[config.mk]
export PLATFORM = sky130hd
export DESIGN_NAME = dma_page_mover
export DESIGN_NICKNAME = d
export VERILOG_FILES = /design/src/rtl/dma_pkg.sv /design/src/rtl/dma_regs.sv /design/src/rtl/dma_pagechk.sv /design/src/rtl/dma_stallcnt.sv /design/src/rtl/dma_engine.sv /design/src/rtl/dma_page_mover.sv
export SDC_FILE = /design/constraint.sdc
export NUM_CORES = 1
export LEC_CHECK = 0
export ABC_AREA = 1
export BUFFER_PORTS_ARGS = -buffer_cell sky130_fd_sc_hd__buf_2
export CAP_MARGIN = 30
export CORE_MARGIN = 2
export CORE_UTILIZATION = 30
export CTS_CLUSTER_SIZE = 40
export DETAILED_ROUTE_END_ITERATION = 16
export HOLD_SLACK_MARGIN = 0.02
export MAX_ROUTING_LAYER = met4
export PLACE_DENSITY = 0.52
export SYNTH_ARGS = -nofsm -noshare
export SYNTH_HDL_FRONTEND = slang
export SYNTH_HIERARCHICAL = 1
export SYNTH_SLANG_ARGS = --single-unit
export TNS_END_PERCENT = 5
[constraint.sdc]
create_clock -name clk -period 8.2 [get_ports clk]
set_clock_uncertainty 0.05 [all_clocks]
set_input_delay 0.41 -clock clk [delete_from_list [all_inputs] [get_ports clk]]
set_output_delay 0.41 -clock clk [all_outputs]
set_load 0.005 [all_outputs]
[src/rtl/dma_pkg.sv]
package dma_pkg;
  typedef enum logic [1:0] {
    ST_IDLE  = 2'd0,
    ST_REQ   = 2'd1,
    ST_FETCH = 2'd2,
    ST_BEAT  = 2'd3
  } eng_state_t;

  localparam logic [1:0] SEL_ADDR = 2'd0;
  localparam logic [1:0] SEL_CNT  = 2'd1;
  localparam logic [1:0] SEL_CTRL = 2'd2;
  localparam logic [1:0] SEL_STAT = 2'd3;
endpackage

[src/rtl/dma_regs.sv]
module dma_regs #(
  parameter int REG_W  = 32,
  parameter int ADDR_W = 32,
  parameter int CNT_W  = 16
) (
  input  logic              clk,
  input  logic              rst,
  input  logic              reg_wr,
  input  logic              reg_rd,
  input  logic [1:0]        reg_sel,
  input  logic [REG_W-1:0]  reg_wdata,
  output logic [REG_W-1:0]  reg_rdata,
  input  logic              busy,
  input  logic              done_set,
  input  logic              err_set,
  output logic              start_o,
  output logic [ADDR_W-3:0] start_word,
  output logic [CNT_W-1:0]  start_cnt,
  output logic              dir_o,
  output logic              irq
);
  import dma_pkg::*;

  logic [ADDR_W-3:0] word_q;
  logic [CNT_W-1:0]  cnt_q;
  logic              dir_q;
  logic              done_q;
  logic              err_q;
  logic              start_q;
  logic [REG_W-1:0]  rdata_q;
  logic              locked;
  logic              cfg_wr;
  logic              stat_wr;

  // the pending start pulse counts as busy so its job's setup cannot shift
  assign locked  = busy | start_q;
  assign cfg_wr  = reg_wr && !locked;
  assign stat_wr = reg_wr && (reg_sel == SEL_STAT);

  always_ff @(posedge clk) begin
    if (rst) begin
      word_q  <= '0;
      cnt_q   <= '0;
      dir_q   <= 1'b0;
      start_q <= 1'b0;
    end else begin
      start_q <= 1'b0;
      if (cfg_wr) begin
        case (reg_sel)
          SEL_ADDR: word_q <= reg_wdata[ADDR_W-1:2];
          SEL_CNT:  cnt_q  <= reg_wdata[CNT_W-1:0];
          SEL_CTRL: begin
            dir_q   <= reg_wdata[1];
            start_q <= reg_wdata[0];
          end
          default: ;
        endcase
      end
    end
  end

  always_ff @(posedge clk) begin
    if (rst) begin
      done_q <= 1'b0;
      err_q  <= 1'b0;
    end else begin
      if (done_set)                      done_q <= 1'b1;
      else if (stat_wr && reg_wdata[1])  done_q <= 1'b0;
      if (err_set)                       err_q  <= 1'b1;
      else if (stat_wr && reg_wdata[2])  err_q  <= 1'b0;
    end
  end

  always_ff @(posedge clk) begin
    if (rst) begin
      rdata_q <= '0;
    end else if (reg_rd) begin
      case (reg_sel)
        SEL_ADDR: rdata_q <= REG_W'({word_q, 2'b00});
        SEL_CNT:  rdata_q <= REG_W'(cnt_q);
        SEL_CTRL: rdata_q <= REG_W'({dir_q, 1'b0});
        default:  rdata_q <= REG_W'({err_q, done_q, busy});
      endcase
    end
  end

  assign reg_rdata  = rdata_q;
  assign start_o    = start_q;
  assign start_word = word_q;
  assign start_cnt  = cnt_q;
  assign dir_o      = dir_q;
  assign irq        = done_q | err_q;


  w1c_done_chk: assert property (@(posedge clk) disable iff (rst)
    (stat_wr && reg_wdata[1] && !done_set) |=> !done_q);


  w1c_err_chk: assert property (@(posedge clk) disable iff (rst)
    (stat_wr && reg_wdata[2] && !err_set) |=> !err_q);


  cfg_lock_chk: assert property (@(posedge clk) disable iff (rst)
    locked |=> ($stable(word_q) && $stable(cnt_q) && $stable(dir_q)));
endmodule

[src/rtl/dma_pagechk.sv]
module dma_pagechk #(
  parameter int CNT_W     = 16,
  parameter int PAGE_BITS = 12
) (
  input  logic [PAGE_BITS-3:0] word_off,
  input  logic [CNT_W-1:0]     words,
  output logic                 crosses,
  output logic                 empty
);
  localparam int OFF_W = PAGE_BITS - 2;
  localparam int SUM_W = ((CNT_W > OFF_W) ? CNT_W : OFF_W) + 1;
  localparam int WORDS_PER_PAGE = 1 << OFF_W;

  logic [SUM_W-1:0] reach;

  assign reach   = SUM_W'(word_off) + SUM_W'(words);
  assign crosses = reach > SUM_W'(WORDS_PER_PAGE);
  assign empty   = (words == '0);
endmodule

[src/rtl/dma_stallcnt.sv]
module dma_stallcnt #(
  parameter int LIMIT = 256
) (
  input  logic clk,
  input  logic rst,
  input  logic run,
  input  logic clr,
  output logic expired
);
  localparam int W = $clog2(LIMIT + 1);

  logic [W-1:0] cnt_q;

  always_ff @(posedge clk) begin
    if (rst || clr) begin
      cnt_q <= '0;
    end else if (run && (cnt_q != W'(LIMIT))) begin
      cnt_q <= cnt_q + 1'b1;
    end
  end

  assign expired = (cnt_q == W'(LIMIT));
endmodule

[src/rtl/dma_engine.sv]
module dma_engine #(
  parameter int ADDR_W      = 32,
  parameter int DATA_W      = 32,
  parameter int CNT_W       = 16,
  parameter int PAGE_BITS   = 12,
  parameter int STALL_LIMIT = 256
) (
  input  logic              clk,
  input  logic              rst,
  input  logic              start,
  input  logic [ADDR_W-3:0] start_word,
  input  logic [CNT_W-1:0]  start_cnt,
  input  logic              dir_rd,
  output logic              busy,
  output logic              done_pulse,
  output logic              err_pulse,
  output logic              bus_req,
  input  logic              bus_gnt,
  output logic              bus_valid,
  output logic              bus_we,
  output logic [ADDR_W-1:0] bus_addr,
  output logic [DATA_W-1:0] bus_wdata,
  input  logic [DATA_W-1:0] bus_rdata,
  input  logic              bus_ready,
  input  logic              bus_err,
  input  logic              per_in_valid,
  input  logic [DATA_W-1:0] per_in_data,
  output logic              per_in_take,
  output logic              per_out_put,
  output logic [DATA_W-1:0] per_out_data
);
  import dma_pkg::*;

  localparam int PAGE_W = ADDR_W - PAGE_BITS;

  eng_state_t        st;
  logic [ADDR_W-1:0] addr_q;
  logic [CNT_W-1:0]  left_q;
  logic              rd_q;
  logic [PAGE_W-1:0] page_q;
  logic              req_q;
  logic              valid_q;
  logic              we_q;
  logic [DATA_W-1:0] wdata_q;
  logic              put_q;
  logic [DATA_W-1:0] odata_q;
  logic              done_q;
  logic              err_q;
  logic              crosses;
  logic              empty;
  logic              stalled;
  logic              expired;
  logic              in_beat;

  dma_pagechk #(
    .CNT_W     (CNT_W),
    .PAGE_BITS (PAGE_BITS)
  ) u_pagechk (
    .word_off (start_word[PAGE_BITS-3:0]),
    .words    (start_cnt),
    .crosses  (crosses),
    .empty    (empty)
  );

  assign in_beat = (st == ST_BEAT);
  assign stalled = in_beat && !bus_ready && !bus_err;

  dma_stallcnt #(
    .LIMIT (STALL_LIMIT)
  ) u_stall (
    .clk     (clk),
    .rst     (rst),
    .run     (stalled),
    .clr     (!in_beat),
    .expired (expired)
  );

  assign per_in_take = (st == ST_FETCH) && !rd_q && per_in_valid;

  always_ff @(posedge clk) begin
    if (rst) begin
      st      <= ST_IDLE;
      addr_q  <= '0;
      left_q  <= '0;
      rd_q    <= 1'b0;
      page_q  <= '0;
      req_q   <= 1'b0;
      valid_q <= 1'b0;
      we_q    <= 1'b0;
      wdata_q <= '0;
      put_q   <= 1'b0;
      odata_q <= '0;
      done_q  <= 1'b0;
      err_q   <= 1'b0;
    end else begin
      done_q <= 1'b0;
      err_q  <= 1'b0;
      put_q  <= 1'b0;
      case (st)
        ST_IDLE: begin
          if (start) begin
            if (crosses) begin
              err_q <= 1'b1;
            end else if (empty) begin
              done_q <= 1'b1;
            end else begin
              addr_q <= {start_word, 2'b00};
              page_q <= start_word[ADDR_W-3:PAGE_BITS-2];
              left_q <= start_cnt;
              rd_q   <= dir_rd;
              req_q  <= 1'b1;
              st     <= ST_REQ;
            end
          end
        end
        ST_REQ: begin
          if (bus_gnt) st <= ST_FETCH;
        end
        ST_FETCH: begin
          if (rd_q) begin
            valid_q <= 1'b1;
            we_q    <= 1'b0;
            st      <= ST_BEAT;
          end else if (per_in_valid) begin
            wdata_q <= per_in_data;
            valid_q <= 1'b1;
            we_q    <= 1'b1;
            st      <= ST_BEAT;
          end
        end
        ST_BEAT: begin
          if (bus_err || (!bus_ready && expired)) begin
            valid_q <= 1'b0;
            req_q   <= 1'b0;
            err_q   <= 1'b1;
            st      <= ST_IDLE;
          end else if (bus_ready) begin
            valid_q <= 1'b0;
            if (!we_q) begin
              put_q   <= 1'b1;
              odata_q <= bus_rdata;
            end
            addr_q <= addr_q + ADDR_W'(4);
            left_q <= left_q - 1'b1;
            if (left_q == CNT_W'(1)) begin
              req_q  <= 1'b0;
              done_q <= 1'b1;
              st     <= ST_IDLE;
            end else begin
              st <= ST_FETCH;
            end
          end
        end
        default: st <= ST_IDLE;
      endcase
    end
  end

  assign busy         = (st != ST_IDLE);
  assign done_pulse   = done_q;
  assign err_pulse    = err_q;
  assign bus_req      = req_q;
  assign bus_valid    = valid_q;
  assign bus_we       = we_q;
  assign bus_addr     = addr_q;
  assign bus_wdata    = wdata_q;
  assign per_out_put  = put_q;
  assign per_out_data = odata_q;


  owned_beat_chk: assert property (@(posedge clk) disable iff (rst)
    valid_q |-> req_q);


  beat_hold_chk: assert property (@(posedge clk) disable iff (rst)
    (valid_q && !bus_ready && !bus_err && !expired) |=>
      (valid_q && $stable(addr_q) && $stable(wdata_q) && $stable(we_q)));


  page_stay_chk: assert property (@(posedge clk) disable iff (rst)
    valid_q |-> (addr_q[ADDR_W-1:PAGE_BITS] == page_q));


  grant_first_chk: assert property (@(posedge clk) disable iff (rst)
    ((st == ST_REQ) && !bus_gnt) |=> !valid_q);


  err_release_chk: assert property (@(posedge clk) disable iff (rst)
    (in_beat && bus_err) |=> (!req_q && err_q));


  stall_abort_chk: assert property (@(posedge clk) disable iff (rst)
    (stalled && expired) |=> (!req_q && !valid_q && err_q));
endmodule

[src/rtl/dma_page_mover.sv]
module dma_page_mover #(
  parameter int ADDR_W      = 32,
  parameter int DATA_W      = 32,
  parameter int REG_W       = 32,
  parameter int CNT_W       = 16,
  parameter int PAGE_BITS   = 12,
  parameter int STALL_LIMIT = 256
) (
  input  logic              clk,
  input  logic              rst,
  input  logic              reg_wr,
  input  logic              reg_rd,
  input  logic [1:0]        reg_sel,
  input  logic [REG_W-1:0]  reg_wdata,
  output logic [REG_W-1:0]  reg_rdata,
  output logic              irq,
  output logic              bus_req,
  input  logic              bus_gnt,
  output logic              bus_valid,
  output logic              bus_we,
  output logic [ADDR_W-1:0] bus_addr,
  output logic [DATA_W-1:0] bus_wdata,
  input  logic [DATA_W-1:0] bus_rdata,
  input  logic              bus_ready,
  input  logic              bus_err,
  input  logic              per_in_valid,
  input  logic [DATA_W-1:0] per_in_data,
  output logic              per_in_take,
  output logic              per_out_put,
  output logic [DATA_W-1:0] per_out_data
);
  logic              busy;
  logic              done_pulse;
  logic              err_pulse;
  logic              start;
  logic [ADDR_W-3:0] start_word;
  logic [CNT_W-1:0]  start_cnt;
  logic              dir_rd;

  dma_regs #(
    .REG_W  (REG_W),
    .ADDR_W (ADDR_W),
    .CNT_W  (CNT_W)
  ) u_regs (
    .clk        (clk),
    .rst        (rst),
    .reg_wr     (reg_wr),
    .reg_rd     (reg_rd),
    .reg_sel    (reg_sel),
    .reg_wdata  (reg_wdata),
    .reg_rdata  (reg_rdata),
    .busy       (busy),
    .done_set   (done_pulse),
    .err_set    (err_pulse),
    .start_o    (start),
    .start_word (start_word),
    .start_cnt  (start_cnt),
    .dir_o      (dir_rd),
    .irq        (irq)
  );

  dma_engine #(
    .ADDR_W      (ADDR_W),
    .DATA_W      (DATA_W),
    .CNT_W       (CNT_W),
    .PAGE_BITS   (PAGE_BITS),
    .STALL_LIMIT (STALL_LIMIT)
  ) u_engine (
    .clk          (clk),
    .rst          (rst),
    .start        (start),
    .start_word   (start_word),
    .start_cnt    (start_cnt),
    .dir_rd       (dir_rd),
    .busy         (busy),
    .done_pulse   (done_pulse),
    .err_pulse    (err_pulse),
    .bus_req      (bus_req),
    .bus_gnt      (bus_gnt),
    .bus_valid    (bus_valid),
    .bus_we       (bus_we),
    .bus_addr     (bus_addr),
    .bus_wdata    (bus_wdata),
    .bus_rdata    (bus_rdata),
    .bus_ready    (bus_ready),
    .bus_err      (bus_err),
    .per_in_valid (per_in_valid),
    .per_in_data  (per_in_data),
    .per_in_take  (per_in_take),
    .per_out_put  (per_out_put),
    .per_out_data (per_out_data)
  );


  reset_quiet_chk: assert property (@(posedge clk)
    $past(rst) |-> (!bus_req && !bus_valid && !irq && !per_out_put));
endmodule

-- Word-level counts from Yosys, hierarchy flattened
Cells that the tools add are included.
- flip-flop bits (word level): 212
- output and inout port bits: 134
- logic and storage cells: 145
- $add $sub $neg: 4
- reductions and logical operators: 39
- equal/unequal tests: 18
- bitwise operators: 11
- $lt $le $gt $ge: 1
- multiplexer cells: 52
- operators with widths (operator ; number):
    32-bit two-way mux ; 5
    32-bit case mux with 3 select lines ; 1
    16-bit two-way mux ; 5
    32-bit case mux with 2 select lines ; 1
    32-bit by 3-bit adder with 32-bit output (second input constant) ; 1
    16-bit case mux with 2 select lines ; 1
    1-bit two-way mux ; 25
    2-bit two-way mux ; 9
    6-bit AND reduction ; 3
    10-bit by 16-bit adder with 17-bit output ; 1
    17-bit by 11-bit > comparator with 1-bit output (second input constant) ; 1
    16-bit by 1-bit == test with 1-bit output (second input constant) ; 1
    16-bit logical NOT ; 1
    16-bit by 1-bit subtractor with 16-bit output (second input constant) ; 1
    2-bit != test (second input constant) ; 6
    2-bit nonzero test ; 6
    1-bit logical AND ; 10
    9-bit by 1-bit adder with 9-bit output (second input constant) ; 1
    9-bit == test (second input constant) ; 1
    9-bit != test (second input constant) ; 1
    1-bit inverter ; 9
    2-bit == test (second input constant) ; 4
    1-bit case mux with 2 select lines ; 4
    2-bit case mux with 4 select lines ; 1
    12 further kinds ; 26

-- Logic depth before layout (Yosys ltp)
- word-level depth: 6
- gate-level depth with buffers: 22
- depth with buffers taken out: 22

-- Modules after synthesis
Netlist, hierarchy kept.
- by module, submodules not included (module ; area each (um^2) ; cells an instance ; instances):
    dma_engine ; 6045.8 ; 951 ; 1
    dma_regs ; 3811.2 ; 590 ; 1
    dma_pagechk ; 880.8 ; 172 ; 1
    dma_stallcnt ; 503.0 ; 74 ; 1

-- Worst setup path after synthesis
Ideal clock, no wire load.
- path kind: reg-to-reg
- start: register u_regs.word_q[0] (netlist: u_regs/start_word[0])
- end: register u_engine.addr_q[13] (netlist: u_engine/bus_addr[13])
- path slack: 5.556 ns
- library setup time: 0.132 ns
- data required time: 8.018 ns
- cell stages (with the launch flop): 22
- arrival time: 2.462 ns
- buffers on the path: 1
- cell sequence: dfxtp_1 -> ha_1 -> fa_1 -> nand2_1 -> nand2_1 -> nand3_1 -> nand2_2 -> nand2_1 -> nand2_1 -> nand2_1 -> nand2_1 -> nor2_1 -> nand2_1 -> nor2_1 -> nand2_1 -> o21ai_1 -> nand3_4 -> inv_2 -> buf_2 -> o21ai_0 -> nand2_1 -> a21oi_1
- word-level cells in the longest chain between the ends: 4
- RTL lines (what ; line ; RTL):
    from (decl) ; dma_regs.sv:24 ; logic [ADDR_W-3:0] word_q;
    from (signal assigned) ; dma_regs.sv:50 ; SEL_ADDR: word_q <= reg_wdata[ADDR_W-1:2];
    10-bit by 16-bit adder with 17-bit output ; dma_pagechk.sv:16 ; assign reach = SUM_W'(word_off) + SUM_W'(words);
    17-bit by 11-bit > comparator with 1-bit output ; dma_pagechk.sv:17 ; assign crosses = reach > SUM_W'(WORDS_PER_PAGE);
    via u_engine.crosses ; dma_engine.sv:49 ; logic crosses;
    2-bit != test (no source line) ; n/a ;
    6-bit AND reduction (no source line) ; n/a ;
    to (signal assigned) ; dma_engine.sv:107 ; addr_q <= {start_word, 2'b00};
    to (signal assigned) ; dma_engine.sv:143 ; addr_q <= addr_q + ADDR_W'(4);
    to (decl) ; dma_engine.sv:37 ; logic [ADDR_W-1:0] addr_q;
The timed path passes the listed nets, and every way through them passes these cells.
A chain may end at the register's enable or synchronous reset.

-- Final worst setup path
- start: register u_regs.word_q[0] (netlist: u_regs/start_word[0])
- end: register u_engine.left_q[5]
- word-level cells in the longest chain between the ends: 4
- RTL lines (what ; line ; RTL):
    10-bit by 16-bit adder with 17-bit output ; dma_pagechk.sv:16 ;
    17-bit by 11-bit > comparator with 1-bit output ; dma_pagechk.sv:17 ;
    via u_engine.crosses ; dma_engine.sv:49 ;
    2-bit != test (no source line) ; n/a ;
    6-bit AND reduction (no source line) ; n/a ;
    to (signal assigned) ; dma_engine.sv:109 ; left_q <= start_cnt;
    to (signal assigned) ; dma_engine.sv:144 ; left_q <= left_q - 1'b1;
    to (decl) ; dma_engine.sv:38 ; logic [CNT_W-1:0] left_q;
The timed path passes the listed nets, and every way through them passes these cells.

==> flow_results.xml <==
<?xml version="1.0" encoding="UTF-8"?>
<metrics>
  <group name="power">
    <metric name="pwr_density_cell" unit="mW/mm^2">197</metric>
    <metric name="peakVddDrop" unit="mV">0.140</metric>
    <metric name="p_total" unit="mW">2.68</metric>
    <metric name="total_leakage_power" unit="nW">6.27</metric>
  </group>
  <group name="timing">
    <metric name="timing.final.max_slew_violations" unit="">0</metric>
    <metric name="finalSetupTns" unit="ps">0</metric>
    <metric name="layout_worst_path_cycle_share" unit="">0.477</metric>
    <metric name="final-hold-violation-count" unit="">0</metric>
    <metric name="fin_worst_hold_slack" unit="ps">40.7</metric>
    <metric name="slew_headroom" unit="">0.477</metric>
    <metric name="worst_slew_pin_slew" unit="ps">784</metric>
    <metric name="unrepaired_setup_endpoints_after_global_routing" unit="">no</metric>
    <metric name="final_setup_fails" unit="">0</metric>
    <metric name="timing.fmax" unit="MHz">256</metric>
    <metric name="finalCriticalPeriod" unit="ps">3910</metric>
  </group>
  <group name="grt">
    <metric name="grt_antenna_before_repair" unit="">0</metric>
    <metric name="grt_max_degree" unit="">79</metric>
    <metric name="track_usage" unit="">0.190</metric>
    <metric name="first_global_vias" unit="">11000</metric>
    <metric name="gr_layer_usage_met2" unit="">0.320</metric>
    <metric name="gr-max-usage-layer" unit="">met2</metric>
    <metric name="grt_pass1_wl" unit="um">58200</metric>
    <metric name="global_route.usage.met3" unit="">0.0251</metric>
    <metric name="grt.overflow.total" unit="">0</metric>
    <metric name="met1_usage" unit="">0.233</metric>
  </group>
  <group name="die">
    <metric name="rows" unit="">70</metric>
    <metric name="die_h" unit="um">198</metric>
    <metric name="die_x" unit="um">198</metric>
    <metric name="floorplan.initialDensity" unit="">0.306</metric>
    <metric name="ios" unit="">240</metric>
    <metric name="floorplan.die_area" unit="sq mm">0.0390</metric>
    <metric name="floorplan.core_area" unit="sq mm">0.0368</metric>
  </group>
  <group name="detailed_routing">
    <metric name="drt_iter0_markers" unit="">751</metric>
    <metric name="postRouteAntennaNets" unit="">0</metric>
    <metric name="vias" unit="">11600</metric>
    <metric name="drt-vias-per-instance" unit="">4.71</metric>
    <metric name="drt-total-wl" unit="um">37100</metric>
    <metric name="wl_per_cell" unit="um">15.0</metric>
    <metric name="drcViolationCount" unit="">0</metric>
    <metric name="dr.pass1.iters" unit="">5</metric>
  </group>
  <group name="critical_path">
    <metric name="critical_path.slowest_cell" unit="">sky130_fd_sc_hd__inv_2</metric>
    <metric name="critical_path_required" unit="ps">8550</metric>
    <metric name="endpoint_of_the_lowest_slack_register_to_register_path" unit="">u_engine/left_q[5]</metric>
    <metric name="endpoint_type_of_the_worst_setup_path" unit="">flop</metric>
    <metric name="critical-path-top-cell-by-count" unit="">sky130_fd_sc_hd__nand2_1</metric>
    <metric name="timing.critical_path.cells" unit="">ha_1 &gt; fa_1 &gt; nand2_1 &gt; nand2_1 &gt; nand3_1 &gt; nand2_2 &gt; nand2_1 &gt; nand2_1 &gt; nand2_1 &gt; nand2_1 &gt; nor2_1 &gt; nand2_1 &gt; nor2_1 &gt; nand2_1 &gt; o21ai_1 &gt; nand3_4 &gt; inv_2 &gt; o21ai_0 &gt; nand2_1 &gt; a21oi_1</metric>
    <metric name="register_to_register_path_depth" unit="">20</metric>
    <metric name="worst_setup_path_start_kind" unit="">flop</metric>
    <metric name="critical_path.max_fanout" unit="">62</metric>
    <metric name="critPathMaxStageDelay" unit="ps">670</metric>
    <metric name="critPathArrivalTime" unit="ps">4260</metric>
    <metric name="rrSetupSlack" unit="ps">4290</metric>
    <metric name="rr_startpoint" unit="">u_regs/start_word[0]</metric>
    <metric name="crit_type" unit="">reg2reg</metric>
  </group>
  <group name="final_layout">
    <metric name="fraction_of_final_layout_cells_with_drive_strength_greater_than_1" unit="">0.171</metric>
    <metric name="flow.area_growth_from_synthesis" unit="%">21.1</metric>
    <metric name="nNetsFinal" unit="">2108</metric>
    <metric name="n_fill_cell" unit="">4071</metric>
    <metric name="diodes" unit="">0</metric>
  </group>
  <group name="synthesis">
    <metric name="total_of_flip_flops_plus_latches_after_synthesis" unit="">210</metric>
    <metric name="netlist_top_cells_area" unit="">sky130_fd_sc_hd__dfxtp_1 (37%), sky130_fd_sc_hd__nand2_1 (14%), sky130_fd_sc_hd__nor2_1 (13%), sky130_fd_sc_hd__inv_1 (6.7%), sky130_fd_sc_hd__o21ai_0 (5.0%)</metric>
    <metric name="synth.mux.area_fraction" unit="">0</metric>
    <metric name="number_of_instances_in_the_synthesized_netlist" unit="">1787</metric>
    <metric name="seq_area_frac_synth" unit="">0.374</metric>
    <metric name="synthMostInstantiatedCell" unit="">sky130_fd_sc_hd__nand2_1</metric>
    <metric name="xor_xnor_share_of_the_synthesized_area" unit="">0.00467</metric>
    <metric name="synth.top_cell.area_share" unit="">0.374</metric>
    <metric name="netlist-cell-type-count" unit="">45</metric>
    <metric name="synthesized_area_fraction_occupied_by_ao_oa_aoi_and_oai_cells" unit="">0.111</metric>
    <metric name="largest_family_of_logic_cells_by_synthesized_area" unit="">simple AND/OR/NAND/NOR gates</metric>
    <metric name="synthSimpleGateAreaFrac" unit="">0.380</metric>
    <metric name="post_synth_fa_ha_maj_area_fraction" unit="">0.0240</metric>
    <metric name="ys_warn_count" unit="">6</metric>
    <metric name="ys_dominant_reg_cell" unit="">sky130_fd_sc_hd__dfxtp_1</metric>
    <metric name="synth-async-reset-ratio" unit="">0</metric>
    <metric name="syn_area" unit="sq mm">0.0112</metric>
    <metric name="synth_enable_flop_cells" unit="">0</metric>
    <metric name="synthTopCellsByCount" unit="">sky130_fd_sc_hd__nand2_1 (428), sky130_fd_sc_hd__nor2_1 (386), sky130_fd_sc_hd__dfxtp_1 (210)</metric>
    <metric name="synthesis.area_per_instance" unit="sq um">6.29</metric>
    <metric name="synth.largest_area_cell" unit="">sky130_fd_sc_hd__dfxtp_1</metric>
  </group>
  <group name="placement">
    <metric name="gp_congestion" unit="">0.918</metric>
    <metric name="place.detailed.hpwl" unit="um">26300</metric>
    <metric name="count_of_buffers_inserted_at_the_top_level_ports" unit="">237</metric>
  </group>
  <group name="status">
    <metric name="status" unit="">completed</metric>
  </group>
  <group name="hold_path">
    <metric name="holdPathEnd" unit="">u_engine/bus_wdata[6]</metric>
    <metric name="hold_path.class" unit="">in2reg</metric>
    <metric name="min_delay_path_depth" unit="">3</metric>
    <metric name="hold_path.startpoint" unit="">per_in_data[6]</metric>
  </group>
  <group name="clocking">
    <metric name="cts_tree" unit="">yes</metric>
    <metric name="clkSinkCount" unit="">210</metric>
    <metric name="tritoncts.num_buffers" unit="">27</metric>
    <metric name="postcts_setup_bufs" unit="">0</metric>
    <metric name="cts-htree-levels" unit="">1</metric>
    <metric name="cts_max_path_buffers" unit="">3</metric>
    <metric name="cts.clk_slew.worst_paths" unit="ps">60</metric>
    <metric name="clk-insertion-delay-late" unit="ps">540</metric>
    <metric name="cts_root_buffer" unit="">sky130_fd_sc_hd__clkbuf_16</metric>
  </group>
  <group name="job">
    <metric name="max-cap-violations" unit="">0</metric>
  </group>
</metrics>
-- layout by cell type, fill, tap and decap left out, types with 5 or more instances in the layout --
cell / count
sky130_fd_sc_hd__nor3_1: 12
sky130_fd_sc_hd__o21a_1: 5
sky130_fd_sc_hd__clkbuf_16: 27
sky130_fd_sc_hd__nor2_4: 5
sky130_fd_sc_hd__nand4_1: 55
sky130_fd_sc_hd__o21ai_0: 112
sky130_fd_sc_hd__clkbuf_1: 8
sky130_fd_sc_hd__a21oi_1: 88
sky130_fd_sc_hd__clkinv_2: 5
sky130_fd_sc_hd__nand2_1: 428
sky130_fd_sc_hd__buf_4: 10
sky130_fd_sc_hd__xor2_1: 5
sky130_fd_sc_hd__ha_1: 19
sky130_fd_sc_hd__nor2_2: 8
sky130_fd_sc_hd__nand2_2: 17
sky130_fd_sc_hd__nor2_1: 384
sky130_fd_sc_hd__nand3b_1: 6
sky130_fd_sc_hd__dfxtp_1: 210
sky130_fd_sc_hd__nand3_1: 81
sky130_fd_sc_hd__buf_2: 237
sky130_fd_sc_hd__inv_1: 199
sky130_fd_sc_hd__inv_2: 10
sky130_fd_sc_hd__o21ai_1: 17
-- logic make-up after synthesis --
group,Yosys count
AO/OA/AOI/OAI,238
other,1
flip-flops,210
XOR/XNOR,6
AND/OR/NAND/NOR,1014
buffers and inverters,297
adder cells (fa/ha/maj),21
-- worst max-delay path: cells and delay by family, from the launching register on --
| family | cells | cell delay [ps] |
|---|---|---|
| AO/OA/AOI/OAI | 3 | 480 |
| AND/OR/NAND/NOR | 14 | 1550 |
| adder cells (fa/ha/maj) | 2 | 670 |
| buffers and inverters | 1 | 670 |
| flip-flops | 1 | 340 |
-- registers in the layout (all words and copies together) (netlist names) --
name	cells
u_engine/bus_wdata	32
u_engine/done_pulse	1
u_engine/err_pulse	1
u_engine/per_out_data	32
u_engine/u_stall/cnt_q	9
u_regs/done_q	1
u_engine/left_q	16
u_regs/start_cnt	16
u_engine/bus_req	1
u_regs/err_q	1
u_regs/dir_o	1
u_engine/per_out_put	1
u_regs/start_word	30
u_engine/bus_valid	1
u_engine/rd_q	1
u_engine/bus_addr	30
u_regs/start_o	1
u_engine/bus_we	1
u_engine/st	2
u_regs/reg_rdata	32
-- worst max-delay path by stage --
stage | from | end | cells past startpoint
after global placement | u_regs/start_word[0] | u_engine/bus_addr[13] | 20
after detailed placement | u_regs/start_word[0] | u_engine/left_q[5] | 20
after CTS | u_regs/start_word[0] | u_engine/left_q[5] | 20
after floorplan | u_regs/start_word[0] | u_engine/bus_addr[13] | 21
final | u_regs/start_word[0] | u_engine/left_q[5] | 20
after global routing | u_regs/start_word[0] | u_engine/left_q[5] | 18
-- metal layers --
layer | up-vias | part of all wire
met2 | 265 | 0.48
li1 | 5988 | -
met4 | 0 | 0.040
met5 | - | 0
met1 | 5299 | 0.44
met3 | 73 | 0.044
-- per-stage QoR --
stage	setup slack [ps]	cells	instance area, sq um	utilization
global placement	4350	2415	12700	0.345
global route	3830	2467	13600	0.370
floorplan	5560	1788	11200	-
CTS	4270	2467	13600	0.370
finish	4290	2467	13600	0.370
detailed placement	4300	2418	12700	0.346
-- cell type report --
cell class / count / area [sq um] / share of cell area
clock buffer: 38 / 747 / 0.0549
multi-input combinational: 1281 / 5850 / 0.430
clock inverter: 9 / 103 / 0.00754
timing repair buffer: 252 / 1340 / 0.0982
inverter: 209 / 785 / 0.0576
tap: 468 / 586 / 0.0430
sequential: 210 / 4200 / 0.309
-- report_power, final --
group	switching (mW)	leakage, nW	internal, mW
Clock	0.467	0.420	0.693
Sequential	0.0517	1.70	1.07
Combinational	0.258	4.15	0.140
-- repair_timing --
item	4_1_cts	5_1_grt
hold endpoints to repair	2	0
gates resized for setup	0	0
hold buffers	2	0
Power figures use the tool's default switching activity.
